### config.mk
export PLATFORM = sky130hd
export DESIGN_NAME = ntsc_sync_gen
export DESIGN_NICKNAME = d
export VERILOG_FILES = /design/src/rtl/ntsc_sync_pkg.sv /design/src/rtl/ntsc_hcount.sv /design/src/rtl/ntsc_vcount.sv /design/src/rtl/ntsc_sync_shape.sv /design/src/rtl/ntsc_sync_gen.sv
export SDC_FILE = /design/constraint.sdc
export NUM_CORES = 1
export LEC_CHECK = 0
export BUFFER_PORTS_ARGS = -buffer_cell sky130_fd_sc_hd__buf_2
export CAP_MARGIN = 20
export CORE_MARGIN = 5
export CORE_UTILIZATION = 45
export CTS_CLUSTER_DIAMETER = 100
export CTS_CLUSTER_SIZE = 25
export DETAILED_ROUTE_END_ITERATION = 16
export PLACE_DENSITY = 0.72
export RECOVER_POWER = 25
export SLEW_MARGIN = 20
export SYNTH_ARGS = -nofsm -noshare
export SYNTH_HDL_FRONTEND = slang
export SYNTH_SLANG_ARGS = --single-unit
### constraint.sdc
create_clock -name clk_i -period 6.7 [get_ports clk_i]
set_input_delay 0.335 -clock clk_i [delete_from_list [all_inputs] [get_ports clk_i]]
set_output_delay 0.335 -clock clk_i [all_outputs]
set_load 0.02 [all_outputs]
### src/rtl/ntsc_sync_pkg.sv
package ntsc_sync_pkg;

    // Decoded sync strobes, all active low except the field flag
    typedef struct packed {
        logic hs_n;
        logic vs_n;
        logic cs_n;
        logic blk_n;
        logic odd;
    } sync_vec_t;

endpackage

### src/rtl/ntsc_hcount.sv
module ntsc_hcount #(
    parameter int  HALF_CLKS = 455,
    localparam int LINE_CLKS = 2 * HALF_CLKS,
    localparam int HW        = $clog2(LINE_CLKS)
) (
    input  logic          clk_i,
    input  logic          rst_i,
    output logic [HW-1:0] h_q,
    output logic [HW-1:0] h_d,
    output logic          half_end_o,
    output logic          line_end_o
);

    always_comb begin
        line_end_o = (h_q == HW'(LINE_CLKS - 1));
        half_end_o = line_end_o || (h_q == HW'(HALF_CLKS - 1));
        if (rst_i || line_end_o) begin
            h_d = '0;
        end else begin
            h_d = h_q + 1'b1;
        end
    end

    always_ff @(posedge clk_i) begin
        h_q <= h_d;
    end

    // the line counter restarts after its last cycle
    assert_line_wrap_R1: assert property (@(posedge clk_i) disable iff (rst_i)
        line_end_o |=> (h_q == '0));

endmodule

### src/rtl/ntsc_vcount.sv
module ntsc_vcount #(
    parameter int  FRAME_LINES = 525,
    localparam int FRAME_HALVES = 2 * FRAME_LINES,
    localparam int FW           = $clog2(FRAME_HALVES)
) (
    input  logic          clk_i,
    input  logic          rst_i,
    input  logic          half_end_i,
    output logic [FW-1:0] hl_d
);

    logic [FW-1:0] hl_q;
    logic          last_half;

    always_comb begin
        last_half = (hl_q == FW'(FRAME_HALVES - 1));
        if (rst_i) begin
            hl_d = '0;
        end else if (half_end_i) begin
            hl_d = last_half ? '0 : hl_q + 1'b1;
        end else begin
            hl_d = hl_q;
        end
    end

    always_ff @(posedge clk_i) begin
        hl_q <= hl_d;
    end

    // the frame holds exactly 2*FRAME_LINES half-lines
    assert_frame_wrap_R1: assert property (@(posedge clk_i) disable iff (rst_i)
        (half_end_i && last_half) |=> (hl_q == '0));

endmodule

### src/rtl/ntsc_sync_shape.sv
module ntsc_sync_shape
    import ntsc_sync_pkg::*;
#(
    parameter int  HALF_CLKS   = 455,
    parameter int  FRAME_LINES = 525,
    parameter int  HS_LEN      = 96,
    parameter int  CS_OFS      = 22,
    parameter int  CS_LEN      = 68,
    parameter int  EQ_LEN      = 32,
    parameter int  SER_LEN     = 387,
    parameter int  BLK_LEN     = 154,
    parameter int  VBLK_LEN    = 18354,
    parameter int  EQ_LINES    = 3,
    parameter int  SER_LINES   = 3,
    localparam int LINE_CLKS   = 2 * HALF_CLKS,
    localparam int HW          = $clog2(LINE_CLKS),
    localparam int FW          = $clog2(2 * FRAME_LINES)
) (
    input  logic [HW-1:0] h_i,
    input  logic [FW-1:0] hl_i,
    output sync_vec_t     sync_o
);

    localparam int EQ_HALVES  = 2 * EQ_LINES;
    localparam int SER_HALVES = 2 * SER_LINES;
    localparam int VI_HALVES  = 2 * EQ_HALVES + SER_HALVES;
    localparam int VB_HALVES  = VBLK_LEN / HALF_CLKS;
    localparam int VB_REM     = VBLK_LEN % HALF_CLKS;

    logic          top;
    logic [FW-1:0] fh;
    logic [HW-1:0] pos;
    logic          in_ser;
    logic          in_eq;
    logic          cs_low;
    logic          vb_low;

    always_comb begin
        top    = (hl_i < FW'(FRAME_LINES));
        fh     = top ? hl_i : hl_i - FW'(FRAME_LINES);
        pos    = (h_i >= HW'(HALF_CLKS)) ? h_i - HW'(HALF_CLKS) : h_i;
        in_ser = (fh >= FW'(EQ_HALVES)) && (fh < FW'(EQ_HALVES + SER_HALVES));
        in_eq  = (fh < FW'(VI_HALVES)) && !in_ser;

        if (in_ser) begin
            cs_low = (pos >= HW'(CS_OFS)) && (pos < HW'(CS_OFS + SER_LEN));
        end else if (in_eq) begin
            cs_low = (pos >= HW'(CS_OFS)) && (pos < HW'(CS_OFS + EQ_LEN));
        end else begin
            cs_low = (h_i >= HW'(CS_OFS)) && (h_i < HW'(CS_OFS + CS_LEN));
        end

        vb_low = (fh < FW'(VB_HALVES)) ||
                 ((fh == FW'(VB_HALVES)) && (pos < HW'(VB_REM)));

        sync_o.hs_n  = !(h_i < HW'(HS_LEN));
        sync_o.vs_n  = !(fh < FW'(VI_HALVES));
        sync_o.cs_n  = !cs_low;
        sync_o.blk_n = !((h_i < HW'(BLK_LEN)) || vb_low);
        sync_o.odd   = top;
    end

endmodule

### src/rtl/ntsc_sync_gen.sv
module ntsc_sync_gen
    import ntsc_sync_pkg::*;
#(
    parameter int HALF_CLKS   = 455,
    parameter int FRAME_LINES = 525,
    parameter int HS_LEN      = 96,
    parameter int CS_OFS      = 22,
    parameter int CS_LEN      = 68,
    parameter int EQ_LEN      = 32,
    parameter int SER_LEN     = 387,
    parameter int BLK_LEN     = 154,
    parameter int VBLK_LEN    = 18354,
    parameter int EQ_LINES    = 3,
    parameter int SER_LINES   = 3
) (
    input  logic clk_i,
    input  logic rst_i,
    input  logic lalt_rst_i,
    output logic hsync_n_o,
    output logic vsync_n_o,
    output logic csync_n_o,
    output logic blank_n_o,
    output logic sc_o,
    output logic odd_field_o,
    output logic lalt_o
);

    localparam int LINE_CLKS = 2 * HALF_CLKS;
    localparam int HW        = $clog2(LINE_CLKS);
    localparam int FW        = $clog2(2 * FRAME_LINES);

    typedef struct packed {
        sync_vec_t  sync;
        logic       lalt;
        logic [1:0] ph;
    } gen_state_t;

    logic [HW-1:0] h_q;
    logic [HW-1:0] h_d;
    logic [FW-1:0] hl_d;
    logic          half_end;
    logic          line_end;
    sync_vec_t     shape;
    gen_state_t    st_d;
    gen_state_t    st_q;

    ntsc_hcount #(.HALF_CLKS(HALF_CLKS)) hcount_i (
        .clk_i      (clk_i),
        .rst_i      (rst_i),
        .h_q        (h_q),
        .h_d        (h_d),
        .half_end_o (half_end),
        .line_end_o (line_end)
    );

    ntsc_vcount #(.FRAME_LINES(FRAME_LINES)) vcount_i (
        .clk_i      (clk_i),
        .rst_i      (rst_i),
        .half_end_i (half_end),
        .hl_d       (hl_d)
    );

    // Decode from the next counter state so the registered strobes line up with it
    ntsc_sync_shape #(
        .HALF_CLKS   (HALF_CLKS),
        .FRAME_LINES (FRAME_LINES),
        .HS_LEN      (HS_LEN),
        .CS_OFS      (CS_OFS),
        .CS_LEN      (CS_LEN),
        .EQ_LEN      (EQ_LEN),
        .SER_LEN     (SER_LEN),
        .BLK_LEN     (BLK_LEN),
        .VBLK_LEN    (VBLK_LEN),
        .EQ_LINES    (EQ_LINES),
        .SER_LINES   (SER_LINES)
    ) shape_i (
        .h_i    (h_d),
        .hl_i   (hl_d),
        .sync_o (shape)
    );

    always_comb begin
        st_d.sync = shape;
        if (rst_i || lalt_rst_i) begin
            st_d.lalt = 1'b0;
        end else if (line_end) begin
            st_d.lalt = !st_q.lalt;
        end else begin
            st_d.lalt = st_q.lalt;
        end
        st_d.ph = rst_i ? 2'd0 : st_q.ph + 2'd1;
    end

    always_ff @(posedge clk_i) begin
        st_q <= st_d;
    end

    assign hsync_n_o   = st_q.sync.hs_n;
    assign vsync_n_o   = st_q.sync.vs_n;
    assign csync_n_o   = st_q.sync.cs_n;
    assign blank_n_o   = st_q.sync.blk_n;
    assign odd_field_o = st_q.sync.odd;
    assign sc_o        = st_q.ph[1];
    assign lalt_o      = st_q.lalt;

    // horizontal sync starts exactly at line cycle 0
    assert_hs_fall_R2: assert property (@(posedge clk_i) disable iff (rst_i)
        $fell(hsync_n_o) |-> (h_q == '0));

    // vertical sync starts on a line start in the top field and mid-line in the bottom field
    assert_vs_fall_R3: assert property (@(posedge clk_i) disable iff (rst_i)
        $fell(vsync_n_o) |-> ((h_q == '0) && odd_field_o) ||
                             ((h_q == HW'(HALF_CLKS)) && !odd_field_o));

    // every composite sync pulse starts at the fixed offset into a half-line
    assert_cs_fall_R4: assert property (@(posedge clk_i) disable iff (rst_i)
        $fell(csync_n_o) |-> (h_q == HW'(CS_OFS)) || (h_q == HW'(HALF_CLKS + CS_OFS)));

    // blanking always covers horizontal sync
    assert_blank_cover_R7: assert property (@(posedge clk_i) disable iff (rst_i)
        !hsync_n_o |-> !blank_n_o);

    // the subcarrier holds each level for two clocks
    assert_sc_hold_R8: assert property (@(posedge clk_i) disable iff (rst_i)
        !$stable(sc_o) |=> $stable(sc_o));

    // the field flag changes only on a half-line boundary inside vertical sync
    assert_field_edge_R9: assert property (@(posedge clk_i) disable iff (rst_i)
        !$stable(odd_field_o) |-> ((h_q == '0) || (h_q == HW'(HALF_CLKS))) && !vsync_n_o);

    // the alternation reset forces the flag low on the next cycle
    assert_lalt_clear_R11: assert property (@(posedge clk_i) disable iff (rst_i)
        lalt_rst_i |=> !lalt_o);

endmodule

## Word level (Yosys, flattened, before mapping)

Index checks and enable logic that the tools add are counted.

| operators by class | value |
|---|---|
| $add $sub $neg | 5 |
| reductions and logical operators | 17 |
| magnitude comparators | 14 |
| equality and inequality tests | 4 |
| multiplexer cells | 8 |

Operators by type and width:

| kind | count |
|---|---|
| $mux 11 | 4 |
| $ge 10x5->1 const B | 2 |
| $lt 10x7->1 const B | 2 |
| $lt 10x8->1 const B | 2 |
| $mux 10 | 2 |
| $add 11x1->11 const B | 1 |
| $eq 11x11->1 const B | 1 |
| $eq 11x6->1 const B | 1 |
| $ge 11x3->1 const B | 1 |
| $lt 11x10->1 const B | 1 |
| $lt 11x4->1 const B | 1 |
| $lt 11x5->1 const B | 1 |
| $lt 11x6->1 const B | 1 |
| $sub 11x10->11 const B | 1 |
| $add 10x1->10 const B | 1 |
| $eq 10x10->1 const B | 1 |
| $eq 10x9->1 const B | 1 |
| $ge 10x9->1 const B | 1 |
| $lt 10x6->1 const B | 1 |
| $lt 10x9->1 const B | 1 |
| $sub 10x9->10 const B | 1 |
| $logic_and 1x1->1 | 6 |
| $logic_not 1->1 | 6 |
| $logic_or 1x1->1 | 5 |
| 2 further kinds | 3 |

| word-level totals | value |
|---|---|
| word-level logic and storage cells | 57 |
| output and inout port bits | 7 |
| register bits | 29 |

## Depth between registers and ports, before layout

Gate-level depths: netlist of run 1.

| logic depth | value |
|---|---|
| depth after elaboration | 13 |
| depth in mapped cells | 16 |
| mapped depth without buffers | 15 |

## Cells and area by module

A second synthesis of run 1 with hierarchy kept.

| unflattened totals | value |
|---|---|
| cells, all modules | 318 |
| area total of the unflattened synthesis | 2,487.4 um^2 |

Modules (own cells, without submodules):

| module | instances | sequential area each (um^2) | cells each | area each (um^2) |
|---|---|---|---|---|
| ntsc_sync_shape | 1 | 0.0 | 187 | 1,219.9 |
| ntsc_vcount | 1 | 220.2 | 61 | 578.1 |
| ntsc_hcount | 1 | 200.2 | 57 | 494.2 |
| ntsc_sync_gen | 1 | 160.2 | 13 | 195.2 |

## Worst setup path before layout of run 1

Ideal clock, no wire load.

| timing path | value |
|---|---|
| path kind | flip-flop to flip-flop |
| start | register hcount_i.h_q[0] |
| end | register st_q, in the netlist csync_n_o |
| period minus slack after synthesis | 3,679 ps |
| stages on the path, launching flop included | 16 |
| required time | 6,627 ps |
| slack | 3,021 ps |
| arrival | 3,606 ps |
| cell sequence | dfxtp_1 ha_1 nand4b_4 o31ai_4 clkbuf_1 nor2_1 ha_1 inv_1 o22ai_1 a211o_1 a41oi_1 mux2i_1 o2111a_1 o41ai_1 o211ai_1 o211ai_2 |

RTL lines:

| element | RTL line | source |
|---|---|---|
| start: declaration | ntsc_hcount.sv:8 | `output logic [HW-1:0] h_q,` |
| start signal: assignment | ntsc_hcount.sv:25 | `h_q <= h_d;` |
| end signal: assignment | ntsc_sync_gen.sv:95 | `st_q <= st_d;` |
| end: declaration | ntsc_sync_gen.sv:45 | `gen_state_t st_q;` |

==> metrics.cfg, run 1 <==
[status]
status=complete, no violations

[clock_network]
path_clk_slew_ps=80
cts_sinks=29
worst_skew_pair.late_latency_ps=300
post_cts_buffers=0
numCtsBuffers=5
htreeDepth=2
clock-root-buffer=clkbuf_8
cts_buffer_depth=2
hold_buffers=0
cts_resized=0
cts_tree=built

[pwr]
power.leakage_nw=0.996
switching_share=0.258
pwr_density_cell_mw_per_mm2=142
p_int_w=0.000296
ir_drop_mv=0.0812
power_frac_comb=0.075
p_seq_frac=0.449
power_switching_w=0.000103
p_clk_frac=0.476

[grt]
grt_pass1_vias=2361
grt_antenna_before_repair=0
grtUsageTotal=0.189
grt_overflow_total=0
grt_start_max_net_pins=20
grt_pass1_wl_mm=11.5

[synthesis]
yosysWarnings=0
syn_nets=337
synth.distinct_cells=80
yosysMostFrequentCell=nor2_1
ys.flop_type=dfxtp_1
syn_inst=328
async_flop_share=0
synthTopCellsByArea=dfxtp_1 (22%), nor2_1 (5.0%), xnor2_1 (4.3%)
netlist_area_sq_mm=0.00264
ys_seq_area_frac=0.220
yosys-top-cells-count=nor2_1 (35), dfxtp_1 (29), nand2_1 (24), o21ai_0 (14), xnor2_1 (13)
synth_edf_count=0
synth.largest_area_cell=dfxtp_1
synth_top_area_share=0.220
syn-mean-instance-area_sq_um=8.06
synth_seq_cells=29

[critical_path]
endpoint_kind=flip-flop
crit_slowest_cell=o31ai_4
criticalPathCategory=reg2reg
worstPathCellList=nand3b_2, o31ai_4, nor2_1, ha_1, inv_1, o22ai_1, a211o_1, a41oi_1, mux2i_1, o2111a_1, o41ai_1, o211ai_1, o211ai_2
cp_top_family=compound AO/OA/AOI/OAI gates
cp_max_fo=19
cp_slowest_stage_delay_ps=760
worstPathRequired_ps=6930
start_kind=flip-flop
crit_buf_inv=1
critPathArrivalTime_ps=4480

[route]
drt_iter0_drc=230
ant_nets=0
vias=2517
avgViaCountPerCell=6.23
wirelength_mm=6.71
drc=0
wire_per_inst_um=16.6
drt_pass1_iterations=4

[timing]
tns_ps=0
max_freq_mhz=235
setup_slack_ps=2450
hold-worst-slack_ps=206
relSlewSlack=0.474
rsz0062_at_grt=false
finalCritPeriodShare=0.635
finalSetupViolations=0
period_minus_slack_ps=4250
slew_viol_final=0
skew_ps=15.1
tightest_slew_ps=789
hold_viol=0

[place]
portBuffers=9
placed_area_sq_mm=0.00270
hpwlAfterDp_mm=5.06
dp_slack_ps=2510
gp_congestion=0.897

[die]
rows=28
ios=10
die-area_sq_mm=0.00750
start_util=0.454
coreArea_sq_mm=0.00582
die_y_um=86.6
die_x_um=86.6

[layout]
layout.nets=337
fin_area_sq_mm=0.00281
n_antenna_cell=0
fill_cells=585
area_delta_synth_final_pct=6.20
fin_util=0.483
drive_gt1_frac=0.112

[min_path]
hold_class=in2reg

[job]
max_cap_viol_count=0

## power by group through the flow
stage	combinational, W	clock [W]	sequential (W)
after detailed placement	0.0000295	0	0.000183
after floorplan	0.0000231	0	0.000182
final	0.0000299	0.000190	0.000179
after global placement	0.0000294	0	0.000183
after CTS	0.0000298	0.000194	0.000179
after global routing	0.0000327	0.000203	0.000180
## cell families (layout without fill, tap and decap cells)
group                      after synthesis  in the layout  share of synthesized area
xor gates and xnor gates                21             21                     0.0724
buffers and inverters                   31             32                     0.0540
adders and majority gates                6              6                     0.0284
DFF                                     29             29                      0.220
and+or+nand+nor                        133            133                      0.287
AOI/OAI and AO/OA                      101            101                      0.311
muxes                                    7              7                     0.0270
## routing by layer
metal | vias up | share of wire | GRT usage
met5 | - | 0 | 0
met4 | 0 | 0.027 | 0.0708
met3 | 16 | 0.061 | 0.0447
met2 | 67 | 0.42 | 0.271
met1 | 1172 | 0.49 | 0.274
li1 | 1262 | - | -
## placed cells by master (no fill, tap or decap), types with 8 or more instances in the layout
cell      synthesis  routed
a211o_1           8       8
a211oi_1          8       8
a21oi_1          10      10
dfxtp_1          29      29
inv_1            12      12
nand2_1          24      24
nand3_1           9       9
nor2_1           35      35
nor3_1           11      11
o21ai_0          14      14
or3_1             8       8
xnor2_1          13      13
## worst register-to-register path: cells and delay by family, from the launching register on
kind,cells,cell delay [ps]
multiplexers,1,160
flip-flops,1,650
AND/OR/NAND/NOR,2,440
AO/OA/AOI/OAI,8,2550
adder cells (fa/ha/maj),1,260
buffers and inverters,1,120
## final cells by class
type | count | area (sq um) | area share
multi-input cells | 268 | 1920 | 0.684
flip-flops and latches | 29 | 581 | 0.207
well taps | 75 | 93.8 | 0.0334
clock buffers | 5 | 68.8 | 0.0245
inverters | 15 | 61.3 | 0.0218
clock inverters | 3 | 46.3 | 0.0165
repair buffers | 9 | 36.3 | 0.0129
## stage by stage
| stage | std cells | total power, W |
|---|---|---|
| global placement | 396 | 0.000212 |
| global route | 404 | 0.000416 |
| CTS | 404 | 0.000403 |
| finish | 404 | 0.000399 |
| floorplan | 328 | 0.000205 |
| detailed placement | 396 | 0.000213 |
## state kept, by name (all words and copies together), names as in the netlist
signal         count
hsync_n_o          1
vsync_n_o          1
hcount_i.h_q      10
st_q               1
blank_n_o          1
lalt_o             1
sc_o               1
vcount_i.hl_q     11
odd_field_o        1
csync_n_o          1
## final timing paths
check	start	depth (start not counted)	end	slack, ps
setup reg to reg	hcount_i.h_q[8]$_DFF_P_	13	csync_n_o$_DFF_P_	2450
hold / removal	lalt_rst_i	2	lalt_o$_SDFFE_PP0N_	210
hold reg to reg	st_q[0]$_SDFF_PP0_	1	st_q[0]$_SDFF_PP0_	430
setup / recovery	hcount_i.h_q[8]$_DFF_P_	13	csync_n_o$_DFF_P_	2450
(Power assumes the default switching activity.)
==> run 2, diff against run 1 <==
clock period = 4.4 ns   (was 6.7 ns; I/O delays follow)
==> run 2 against run 1 <==
  * First-iteration DRC count is 6.1% lower
  * Core utilization down 0.15 points
  * Sequential power rose by 53%
  * Non-clock buffer count rose by 2
  * Largest power group is now sequential cells
  * Critical path type unchanged
  * Register-to-register slack got worse by 1900 ps
  * Final cell count increased by 0.50%
  * Clock skew fell by 9.6 ps
  * Total power rose by 38%
  * Clock-buffer cell count did not move
  * Via count increased by 3.7%
  * Critical path depth did not move
==> metrics.cfg, run 2 (same netlist as run 1, synthesis figures left out) <==
[route]
vias=2610
drc=0
avgViaCountPerCell=6.43
drt_iter0_drc=216
wirelength_mm=6.82
ant_nets=0
wire_per_inst_um=16.8
drt_pass1_iterations=5

[timing]
max_freq_mhz=262
hold_viol=0
rsz0062_at_grt=false
period_minus_slack_ps=3810
finalCritPeriodShare=0.867
hold-worst-slack_ps=87.2
tightest_slew_ps=754
relSlewSlack=0.494
finalSetupViolations=0
tns_ps=0
setup_slack_ps=587
skew_ps=5.57
slew_viol_final=0

[clock_network]
cts_resized=0
path_clk_slew_ps=80
worst_skew_pair.late_latency_ps=290
numCtsBuffers=5
cts_tree=built
cts_sinks=29
htreeDepth=2
post_cts_buffers=0
cts_buffer_depth=2
clock-root-buffer=clkbuf_8
hold_buffers=0

[critical_path]
criticalPathCategory=reg2reg
cp_slowest_stage_delay_ps=540
endpoint_kind=flip-flop
worstPathRequired_ps=4570
critical_path.startpoint=hcount_i.h_q[2]$_DFF_P_
crit_slowest_cell=dfxtp_1
critPathArrivalTime_ps=3980
rr_startpoint=hcount_i.h_q[2]$_DFF_P_
start_kind=flip-flop
cp_max_fo=10
worstPathCellList=nand2b_1, o31ai_4, nor2_1, ha_1, inv_1, o22ai_1, a211o_1, a41oi_1, o21ai_0, a32oi_1, o21ai_0, a211oi_1, a211oi_1

[place]
gp_congestion=0.918
dp.cells=398
portBuffers=9
hpwlAfterDp_mm=5.09
dp_slack_ps=637

[pwr]
p_total_w=0.000552
switching_share=0.287
p_int_w=0.000393
power_frac_comb=0.084
p_clk_frac=0.420
ir_drop_mv=0.138
pwr_density_cell_mw_per_mm2=197
power_switching_w=0.000158
power.leakage_nw=0.989
p_seq_frac=0.495

[layout]
drive_gt1_frac=0.118
fill_cells=608
multi_input_area_sq_mm=0.00192
instances_no_fill=406
top_register=vcount_i.hl_q
seqCellArea_sq_um=581
reg_top3=vcount_i.hl_q: 11 flops, hcount_i.h_q: 10 flops
layout.nets=339
final_common_cell=nor2_1
area_delta_synth_final_pct=5.87
n_antenna_cell=0
layout_common_cells=nor2_1 (35), dfxtp_1 (29), nand2_1 (24), o21ai_0 (14), xnor2_1 (13)
largest_register_ff_count=11

[die]
die_y_um=86.6
rows=28
die_x_um=86.6
start_util=0.454
ios=10
die-area_sq_mm=0.00750
coreArea_sq_mm=0.00582

[grt]
grt_pass1_vias=2341
grt_overflow_total=0
grtUsageTotal=0.186
grt_antenna_before_repair=0
grt_pass1_wl_mm=11.4
grt_start_max_net_pins=16

[job]
max_cap_viol_count=0

[min_path]
hold_class=in2reg
min_from=lalt_rst_i

[status]
status=complete, no violations

## run 2: cell types whose count changed in the layout (fill, tap and decap cells not counted)
cell and delta:
buf_4 +2, clkinvlp_4 +2, bufinv_16 -1, clkinv_4 -1
## run 2: final cells by class
cell class | count | area share
multi-input cells | 268 | 0.686
inverters | 15 | 0.0219
repair buffers | 11 | 0.0183
well taps | 75 | 0.0335
flip-flops and latches | 29 | 0.208
clock inverters | 3 | 0.00805
clock buffers | 5 | 0.0246
## run 2: per-stage QoR
stage | util | instance area [sq um]
2_1_floorplan | - | 2640
3_3_place_gp | 0.467 | 2720
3_5_place_dp | 0.467 | 2720
4_1_cts | 0.483 | 2810
5_1_grt | 0.481 | 2800
6_report | 0.481 | 2800
## run 2: worst max-delay path, delay by kind of cell, from the launching register on
| family | cells | cell delay, ps |
|---|---|---|
| and+or+nand+nor | 2 | 470 |
| buffers and inverters | 1 | 110 |
| AOI/OAI and AO/OA | 9 | 2330 |
| DFF | 1 | 540 |
| adders and majority gates | 1 | 240 |
## run 2: final timing paths
kind,slack [ps],end,cells after the start
hold reg to reg,430,st_q[0]$_SDFF_PP0_,1
setup / recovery,590,blank_n_o$_DFF_P_,13
hold / removal,90,lalt_o$_SDFFE_PP0N_,2
setup reg to reg,590,blank_n_o$_DFF_P_,13
## run 2: routing by layer
layer | global-route usage | routed length [um] | vias up
met5 | 0 | 0 | -
met4 | 0.0666 | 142 | 0
met3 | 0.0295 | 541 | 14
met2 | 0.271 | 2880 | 127
met1 | 0.275 | 3260 | 1199
li1 | - | - | 1270
## run 2: power groups by stage
stage          sequential, W  combinational [W]  clock (W)
6_report            0.000273          0.0000465   0.000232
5_1_grt             0.000274          0.0000511   0.000247
4_1_cts             0.000273          0.0000459   0.000238
3_5_place_dp        0.000279          0.0000454          0
3_3_place_gp        0.000279          0.0000455          0
2_1_floorplan       0.000277          0.0000352          0
==> run 3, diff against run 2 <==
CELL_PAD_IN_SITES_DETAIL_PLACEMENT = 0   (was not set)
CELL_PAD_IN_SITES_GLOBAL_PLACEMENT = 1   (was not set)
PLACE_DENSITY = 0.88   (was 0.72)
==> run 3 against run 2 <==
  * Wire length grew 2.1%
  * Final cell count grew 0.25%
  * Die area is the same
  * Total power grew 11%
  * Critical path depth is the same
  * Critical endpoint is now csync_n_o$_DFF_P_
  * Highest routed layer unchanged
==> metrics.cfg, run 3 (same netlist as run 1, synthesis figures left out) <==
[critical_path]
worstPathRequired_ps=4570
rrSetupSlack_ps=520
critPathArrivalTime_ps=4060
cp-endpoint=csync_n_o$_DFF_P_
cp_slowest_stage_delay_ps=630
cp_max_fo=14
start_kind=flip-flop
rr_endpoint=csync_n_o$_DFF_P_
reg2reg_depth=13
crit_slowest_cell=dfxtp_1
criticalPathCategory=reg2reg
worstPathCellList=nand3b_2, o31ai_4, nor2_1, ha_1, inv_1, o22ai_1, a211oi_1, nor3_1, o311ai_0, o2111a_1, o41ai_1, o211ai_1, o211ai_2
rr_startpoint=hcount_i.h_q[7]$_DFF_P_
endpoint_kind=flip-flop
critical_path.startpoint=hcount_i.h_q[7]$_DFF_P_

[clock_network]
cts_resized=0
cts_buffer_depth=2
cts_tree=built
path_clk_slew_ps=80
post_cts_buffers=0
numCtsBuffers=5
clock-root-buffer=clkbuf_8
htreeDepth=2
cts_sinks=29
worst_skew_pair.late_latency_ps=290
hold_buffers=0

[die]
die_y_um=86.6
start_util=0.454
die_x_um=86.6
ios=10
die-area_sq_mm=0.00750
coreArea_sq_mm=0.00582
rows=28

[timing]
finalCritPeriodShare=0.883
period_minus_slack_ps=3880
skew_ps=9.31
tightest_slew_ps=786
max_freq_mhz=257
relSlewSlack=0.472
rsz0062_at_grt=false
tns_ps=0
finalSetupViolations=0
hold-worst-slack_ps=89.3
slew_viol_final=0
hold_viol=0

[layout]
drive_gt1_frac=0.120
top_register=vcount_i.hl_q
area_delta_synth_final_pct=7.05
largest_register_ff_count=11
layout.nets=340
reg_top3=vcount_i.hl_q: 11 flops, hcount_i.h_q: 10 flops
n_antenna_cell=0
layout_common_cells=nor2_1 (35), dfxtp_1 (29), nand2_1 (24), o21ai_0 (14), xnor2_1 (13)
final_common_cell=nor2_1

[grt]
grt_overflow_total=0
grt_start_max_net_pins=16
grtUsageTotal=0.192
grt_pass1_wl_mm=11.8
grt_antenna_before_repair=0
grt_pass1_vias=2438

[route]
ant_nets=0
wirelength_mm=6.96
drt_pass1_iterations=5
avgViaCountPerCell=6.39
drt_iter0_drc=259
drc=0
vias=2600
wire_per_inst_um=17.1

[pwr]
ir_drop_mv=0.152
power.leakage_nw=1.01
pwr_density_cell_mw_per_mm2=216

[place]
portBuffers=9
hpwlAfterDp_mm=5.21
gp_congestion=0.962

[job]
max_cap_viol_count=0

[min_path]
worstHoldPathCells=2
hold_class=in2reg

[status]
status=complete, no violations

-- run 3: cell types whose count changed in the layout (fill, tap and decap cells not counted), sizes merged --
cell,change
clkinv,+1
clkinvlp,-2
buf,+1
bufinv,+1
-- run 3: how the worst min path moves through the flow --
stage                     slack (ps)       start             endpoint
final                             90  lalt_rst_i  lalt_o$_SDFFE_PP0N_
after detailed placement         390  lalt_rst_i  lalt_o$_SDFFE_PP0N_
after CTS                         80  lalt_rst_i  lalt_o$_SDFFE_PP0N_
after global routing             100  lalt_rst_i  lalt_o$_SDFFE_PP0N_
after floorplan                  290       rst_i      sc_o$_SDFF_PP0_
after global placement           380  lalt_rst_i  lalt_o$_SDFFE_PP0N_
-- run 3: layout make-up --
| class | instances | area, sq um |
|---|---|---|
| clock buffer | 5 | 68.8 |
| clock inverter | 3 | 46.3 |
| fill | 591 | 2990 |
| inverter | 15 | 61.3 |
| multi-input combinational | 268 | 1920 |
| sequential | 29 | 581 |
| tap | 75 | 93.8 |
| timing repair buffer | 12 | 58.8 |
-- run 3: worst max-delay path, delay by kind of cell, from the launching register on --
kind	cells	cell delay [ps]
compound gates	8	2170
fa+ha+maj	1	240
buf+inv	1	120
flops	1	630
simple gates	3	600
-- run 3: per-layer routing --
layer  vias to the layer above  share of wire  track usage
met5                         -              0            0
met2                        95           0.44        0.294
li1                       1267              -            -
met1                      1225           0.48        0.277
met3                        13          0.056       0.0219
met4                         0          0.021       0.0708
-- run 3: power breakdown --
part	switching, W	total (W)	internal (W)
logic	0.0000313	0.0000481	0.0000168
clock network	0.000122	0.000291	0.000169
registers	0.00000652	0.000273	0.000266
-- run 3: per-stage QoR --
stage	setup WS (ps)	power, W	util	cell area, sq um	instances
detailed placement	600	0.000325	0.468	2720	399
finish	516	0.000612	0.486	2830	407
global placement	749	0.000325	0.468	2720	399
CTS	546	0.000618	0.488	2840	407
floorplan	721	0.000313	-	2640	328
global route	172	0.000633	0.486	2830	407
